===== src/rtl/ctl_pkg.sv =====
package ctl_pkg;
  typedef enum logic [1:0] {
    MODE_IDLE = 2'b00,
    MODE_DET  = 2'b01,
    MODE_REC  = 2'b10,
    MODE_RSV  = 2'b11
  } ctl_mode_e;
endpackage


===== src/rtl/ctl_duty_meter.sv =====
module ctl_duty_meter #(
  parameter int CNT_W = 8
) (
  input  logic clk,
  input  logic rst,
  input  logic en,
  input  logic tick,
  input  logic pb,
  output logic mark_o
);
  localparam logic [CNT_W-1:0] CNT_MAX = '1;

  logic             pb_q, pb_d;
  logic [CNT_W-1:0] hi_cnt, per_cnt;
  logic             armed, ovf, mark_q;
  logic             rise;
  logic [CNT_W+1:0] hi_x3, per_x2;
  logic             is_mark;

  assign rise    = pb_q & ~pb_d;
  assign hi_x3   = {2'b00, hi_cnt} + {1'b0, hi_cnt, 1'b0};
  assign per_x2  = {1'b0, per_cnt, 1'b0};
  assign is_mark = (per_cnt != '0) && (hi_x3 >= per_x2);

  always_ff @(posedge clk) begin
    if (rst || !en) begin
      pb_q    <= 1'b0;
      pb_d    <= 1'b0;
      hi_cnt  <= '0;
      per_cnt <= '0;
      armed   <= 1'b0;
      ovf     <= 1'b0;
      mark_q  <= 1'b0;
    end else begin
      pb_q   <= pb;
      pb_d   <= pb_q;
      mark_q <= 1'b0;
      if (rise) begin
        mark_q  <= armed && !ovf && is_mark;
        armed   <= 1'b1;
        ovf     <= 1'b0;
        per_cnt <= CNT_W'(tick);
        hi_cnt  <= CNT_W'(tick);
      end else if (tick) begin
        if (per_cnt == CNT_MAX) ovf <= 1'b1;
        else                    per_cnt <= per_cnt + 1'b1;
        if (pb_q && hi_cnt != CNT_MAX) hi_cnt <= hi_cnt + 1'b1;
      end
    end
  end

  assign mark_o = mark_q;


  first_edge_chk: assert property (@(posedge clk) disable iff (rst || !en)
    (rise && !armed) |=> !mark_q);

  ovf_discard_chk: assert property (@(posedge clk) disable iff (rst || !en)
    (rise && ovf) |=> !mark_q);
endmodule


===== src/rtl/ctl_rec_gen.sv =====
module ctl_rec_gen #(
  parameter int REC_PERIOD = 16,
  parameter int DUTY_W     = 8
) (
  input  logic              clk,
  input  logic              rst,
  input  logic              en,
  input  logic              tick,
  input  logic [DUTY_W-1:0] duty,
  input  logic              use_mark,
  output logic              rec_o,
  output logic              run_o,
  output logic              wrap_o,
  output logic              cur_mark_o
);
  localparam int PH_W      = (REC_PERIOD > 2) ? $clog2(REC_PERIOD) : 1;
  localparam int MARK_HIGH = (2 * REC_PERIOD + 2) / 3;
  localparam int CMP_W     = (DUTY_W > PH_W) ? DUTY_W : PH_W;
  localparam logic [PH_W-1:0] PH_LAST = PH_W'(REC_PERIOD - 1);

  logic [PH_W-1:0]   phase;
  logic [DUTY_W-1:0] len, next_len;
  logic              run, mark_q, rec_q;
  logic [CMP_W-1:0]  phase_x, len_x;

  assign next_len = use_mark ? DUTY_W'(MARK_HIGH) : duty;
  assign phase_x  = CMP_W'(phase);
  assign len_x    = CMP_W'(len);
  assign wrap_o   = run && tick && (phase == PH_LAST);

  always_ff @(posedge clk) begin
    if (rst || !en) begin
      run    <= 1'b0;
      phase  <= '0;
      len    <= '0;
      mark_q <= 1'b0;
      rec_q  <= 1'b0;
    end else begin
      rec_q <= run && (phase_x < len_x);
      if (!run) begin
        run    <= 1'b1;
        phase  <= '0;
        len    <= next_len;
        mark_q <= use_mark;
      end else if (tick) begin
        if (phase == PH_LAST) begin
          phase  <= '0;
          len    <= next_len;
          mark_q <= use_mark;
        end else begin
          phase <= phase + 1'b1;
        end
      end
    end
  end

  assign rec_o      = rec_q;
  assign run_o      = run;
  assign cur_mark_o = mark_q;


  phase_hold_chk: assert property (@(posedge clk) disable iff (rst || !en)
    (run && !tick) |=> $stable(phase));
endmodule


===== src/rtl/ctl_mark_unit.sv =====
module ctl_mark_unit #(
  parameter int CNT_W      = 8,
  parameter int REC_PERIOD = 16,
  parameter int DUTY_W     = 8
) (
  input  logic              clk,
  input  logic              rst,
  input  logic              tick,
  input  logic [1:0]        mode,
  input  logic              pb_ctl,
  input  logic [DUTY_W-1:0] duty_val,
  input  logic              flag_wr,
  input  logic              flag_wdata,
  output logic              rec_ctl,
  output logic              duty_flag,
  output logic              irq
);
  import ctl_pkg::*;

  ctl_mode_e mode_e, mode_prev;
  logic      det_en, rec_en, enter_det;
  logic      det_mark;
  logic      gen_run, gen_wrap, gen_cur_mark, gen_rec;
  logic      flag_q, flag_nx, irq_q;

  assign mode_e    = ctl_mode_e'(mode);
  assign det_en    = (mode_e == MODE_DET);
  assign rec_en    = (mode_e == MODE_REC);
  assign enter_det = det_en && (mode_prev != MODE_DET);

  ctl_duty_meter #(.CNT_W(CNT_W)) u_meter (
    .clk(clk), .rst(rst), .en(det_en), .tick(tick), .pb(pb_ctl),
    .mark_o(det_mark)
  );

  ctl_rec_gen #(.REC_PERIOD(REC_PERIOD), .DUTY_W(DUTY_W)) u_gen (
    .clk(clk), .rst(rst), .en(rec_en), .tick(tick), .duty(duty_val),
    .use_mark(~flag_nx), .rec_o(gen_rec), .run_o(gen_run),
    .wrap_o(gen_wrap), .cur_mark_o(gen_cur_mark)
  );

  always_comb begin
    flag_nx = flag_q;
    if (flag_wr)                      flag_nx = flag_wdata;
    else if (gen_wrap && gen_cur_mark) flag_nx = 1'b1;
    else if (det_mark)                flag_nx = 1'b0;
    else if (enter_det)               flag_nx = 1'b1;
  end

  always_ff @(posedge clk) begin
    if (rst) begin
      flag_q    <= 1'b1;
      irq_q     <= 1'b0;
      mode_prev <= MODE_IDLE;
    end else begin
      flag_q    <= flag_nx;
      irq_q     <= det_mark | gen_wrap;
      mode_prev <= mode_e;
    end
  end

  assign rec_ctl   = gen_rec;
  assign duty_flag = flag_q;
  assign irq       = irq_q;


  flag_write_chk: assert property (@(posedge clk) disable iff (rst)
    flag_wr |=> (duty_flag == $past(flag_wdata)));

  mark_clear_chk: assert property (@(posedge clk) disable iff (rst)
    (det_mark && !flag_wr) |=> (!duty_flag && irq));

  mark_restore_chk: assert property (@(posedge clk) disable iff (rst)
    (gen_wrap && gen_cur_mark && !flag_wr) |=> duty_flag);

  irq_pulse_chk: assert property (@(posedge clk) disable iff (rst)
    irq |=> !irq);

  rec_idle_chk: assert property (@(posedge clk) disable iff (rst)
    !gen_run |=> !rec_ctl);
endmodule


===== config.mk =====
export PLATFORM = sky130hd
export DESIGN_NAME = ctl_mark_unit
export DESIGN_NICKNAME = d
export VERILOG_FILES = /design/src/rtl/ctl_pkg.sv /design/src/rtl/ctl_duty_meter.sv /design/src/rtl/ctl_rec_gen.sv /design/src/rtl/ctl_mark_unit.sv
export SDC_FILE = /design/constraint.sdc
export NUM_CORES = 1
export LEC_CHECK = 0
export CORE_AREA = 3 3 81 60
export CTS_BUF_LIST = sky130_fd_sc_hd__clkbuf_4 sky130_fd_sc_hd__clkbuf_8
export DETAILED_ROUTE_END_ITERATION = 10
export DIE_AREA = 0 0 84 63
export PLACE_DENSITY = 0.82
export SYNTH_ARGS = -nofsm -noshare
export SYNTH_HDL_FRONTEND = slang
export SYNTH_SLANG_ARGS = --single-unit

===== constraint.sdc =====
create_clock -name clk -period 2.3 [get_ports clk]
set_input_delay 0.575 -clock clk [delete_from_list [all_inputs] [get_ports clk]]
set_output_delay 0.575 -clock clk [all_outputs]
set_load 0.01 [all_outputs]

==> impl_metrics.py <==
metrics = {
    "clock_network": {
        "clk_latency_ns": 0.30,
        "path_clk_slew_ns": 0.09,
        "clockBufferDepth": 2,
        "hold_buffers": 0,
        "cts-buffers-inserted": 5,
        "cts-htree-levels": 2,
        "cts_root_buf": "clkbuf_8",
        "clock_sinks": 40,
        "cts_tree": "done",
    },
    "sta": {
        "setup_violations": 1,
        "holdWs_ns": 0.492,
        "skew_ns": 0.00762,
        "maxSlewHeadroom_pct": 69.3,
        "drv_slew": 0,
        "hold_viol": 0,
        "fin_tns_setup_ns": -0.00453,
        "fmax_ghz": 0.434,
        "worst_slack_ns": -0.00453,
        "fin_crit_ns": 2.30,
        "rsz0062_at_grt": "true",
        "tightest_slew_ns": 0.454,
        "fin_crit_sh_pct": 100,
    },
    "logic_synthesis": {
        "synthTopCellsByArea": "dfxtp_1 36%, ha_1 13%, nor2_1 4.7%",
        "ys_warn_count": 0,
        "synth_edf_count": 0,
        "async_flop_share_pct": 0,
        "yosysMostFrequentCell": "dfxtp_1",
        "netlist_top_cells_count": "40 x dfxtp_1, 28 x nor2_1, 23 x ha_1",
        "seq_area_frac_synth_pct": 35.9,
        "avgSynthCellArea_um2": 9.06,
        "ys_types": 51,
        "synth_seq_cells": 40,
        "netlist_instances": 246,
        "synthDominantCellAreaShare_pct": 35.9,
        "synth_fp_nets": 286,
        "synth_top_area_cell": "dfxtp_1",
        "syn_area_um2": 2230,
        "synth-main-ff-cell": "dfxtp_1",
    },
    "final_layout": {
        "diodes": 0,
        "syn_to_final_growth_pct": 20.6,
        "drive_gt1_share_pct": 15.2,
        "finish.utilization_pct": 63.6,
        "fillers": 348,
        "final_net_count": 316,
        "final_cells": 332,
        "fin_area_um2": 2690,
    },
    "die": {
        "die_w_um": 84,
        "fp.dieH_um": 63,
        "ioPinCount": 19,
        "placement_rows": 20,
        "start_util_pct": 52.7,
        "core_um2": 4230,
        "die-area_um2": 5290,
    },
    "global_route": {
        "met3_usage_pct": 4.74,
        "grt_pass1_vias": 1729,
        "antenna_found_initial": 0,
        "gr-max-usage-layer": "met2",
        "grt_usage_pct": 19.4,
        "grt_use_met1_pct": 27.9,
        "grt_pass1_wl_mm": 8.23,
        "grt_max_degree": 15,
        "overflow": 0,
        "met2_usage_pct": 28.9,
    },
    "critical_path": {
        "startpoint_type": "register",
        "reg2reg_from": "u_meter.hi_cnt[1]",
        "arrival_ns": 2.52,
        "critPathLaunch": "u_meter.hi_cnt[1]",
        "setup.worst_path.end_class": "register",
        "critPathKind": "register to register",
        "cp.required_ns": 2.52,
        "cp_max_fo": 4,
    },
    "drt": {
        "ant_nets": 0,
        "routed_wl_mm": 4.66,
        "drtPass1Iterations": 5,
        "vias_per_cell": 5.43,
        "wl_per_cell_um": 14.0,
        "drc_errors": 0,
        "drt_iter0_drc": 199,
        "routed-via-count": 1803,
    },
    "placement": {
        "placedCellCount": 324,
        "place_area_um2": 2550,
        "dpl.hpwl_mm": 3.53,
        "gp_congestion": 0.834,
        "dp_slack_ns": -0.151,
        "port_buffers": 18,
    },
    "min_path": {
        "hp-start": "u_gen.len[2]",
        "hold_class": "register to register",
    },
    "power_and_ir_drop": {
        "power.total_mw": 1.39,
        "ir_worst_vdd_v": 0.000643,
        "power.leakage_nw": 1.05,
        "power.density_nw_per_um2": 518,
    },
    "outcome": {
        "status": "complete, but fails checks",
        "failed_checks": "negative setup slack",
    },
    "job": {
        "cap_violations": 0,
    },
}
## worst max-delay path, stage by stage (launching register included)
cell	delay [ns]
dfxtp_4	0.38
ha_4	0.14
inv_2	0.03
fa_2	0.34
nor2b_2	0.14
o31a_1	0.16
o21a_1	0.13
nor2_1	0.05
xor2_1	0.17
ha_2	0.32
o21ai_2	0.05
a21oi_1	0.11
o21ai_1	0.08
a31oi_1	0.14
## path summary, 6_finish.rpt
| path | endpoint | slack [ns] | cells past startpoint |
|---|---|---|---|
| worst min-delay path | u_gen.len[2] | 0.49 | 1 |
| worst max-delay path | u_meter.mark_o | -0.005 | 13 |
| worst min register to register | u_gen.len[2] | 0.49 | 1 |
| worst max register to register | u_meter.mark_o | -0.005 | 13 |
## area by class of cell
cell class	count	area [µm²]	area share [%]
multi-input cells	180	1370	50.9
flip-flops and latches	40	807	30.0
repair buffers	27	248	9.21
inverters	22	82.6	3.07
clock buffers	5	68.8	2.56
well taps	55	68.8	2.56
clock inverters	3	46.3	1.72
## cells by family (layout without fill, tap and decap cells)
group,after synthesis,after routing,synth area share [%]
and+or+nand+nor,87,87,20.7
AOI/OAI and AO/OA,50,50,17.6
DFF,40,40,35.9
buffers and inverters,26,57,4.49
adders and majority gates,24,24,13.8
xor gates and xnor gates,17,17,6.68
muxes,2,2,0.898
## repair_timing
action / CTS / global route
gates resized for setup: 3 / 7
endpoints found under the setup margin: 1 / 1
cloned: 0 / 0
setup buffers: 0 / 0
endpoints found under the hold margin: 0 / 0
pin swaps: 0 / 3
## placed cells by master (no fill, tap or decap), types with 4 or more instances in the layout
| cell type | n |
|---|---|
| a31oi_1 | 6 |
| nand2_1 | 10 |
| clkbuf_8 | 5 |
| xnor2_1 | 8 |
| nand4_1 | 6 |
| dfxtp_1 | 37 |
| inv_1 | 20 |
| nand3_1 | 10 |
| nand2_2 | 4 |
| ha_1 | 21 |
| xor2_1 | 9 |
| nor2_1 | 28 |
| a21o_1 | 4 |
| a22o_1 | 5 |
| buf_4 | 9 |
| clkdlybuf4s50_1 | 18 |
| o21ai_0 | 5 |
| nand2b_1 | 5 |
| a21oi_1 | 8 |
## where the power goes
part / internal, mW / total (mW) / switching (mW)
Clock: 0.327 / 0.597 / 0.270
Sequential: 0.700 / 0.708 / 0.00748
Combinational: 0.0503 / 0.0889 / 0.0386
Total: 1.08 / 1.39 / 0.316
## registers in the layout, summed over array words and instances (netlist names)
signal,count
u_gen.len,8
u_meter.hi_cnt,8
u_meter.mark_o,1
irq,1
mode_prev,2
u_meter.pb_d,1
u_gen.phase,4
u_gen.rec_o,1
u_gen.run_o,1
u_meter.pb_q,1
duty_flag,1
u_meter.ovf,1
u_meter.per_cnt,8
u_meter.armed,1
u_gen.cur_mark_o,1
## routing by layer
metal / vias to the layer above / wire length [µm] / share of wire, %
li1: 932 / - / -
met2: 47 / 1980 / 42
met1: 819 / 2370 / 51
met5: - / 0 / 0
met3: 5 / 271 / 5.8
met4: 0 / 39 / 0.84
Note: power is estimated with default switching activity, not from simulation.
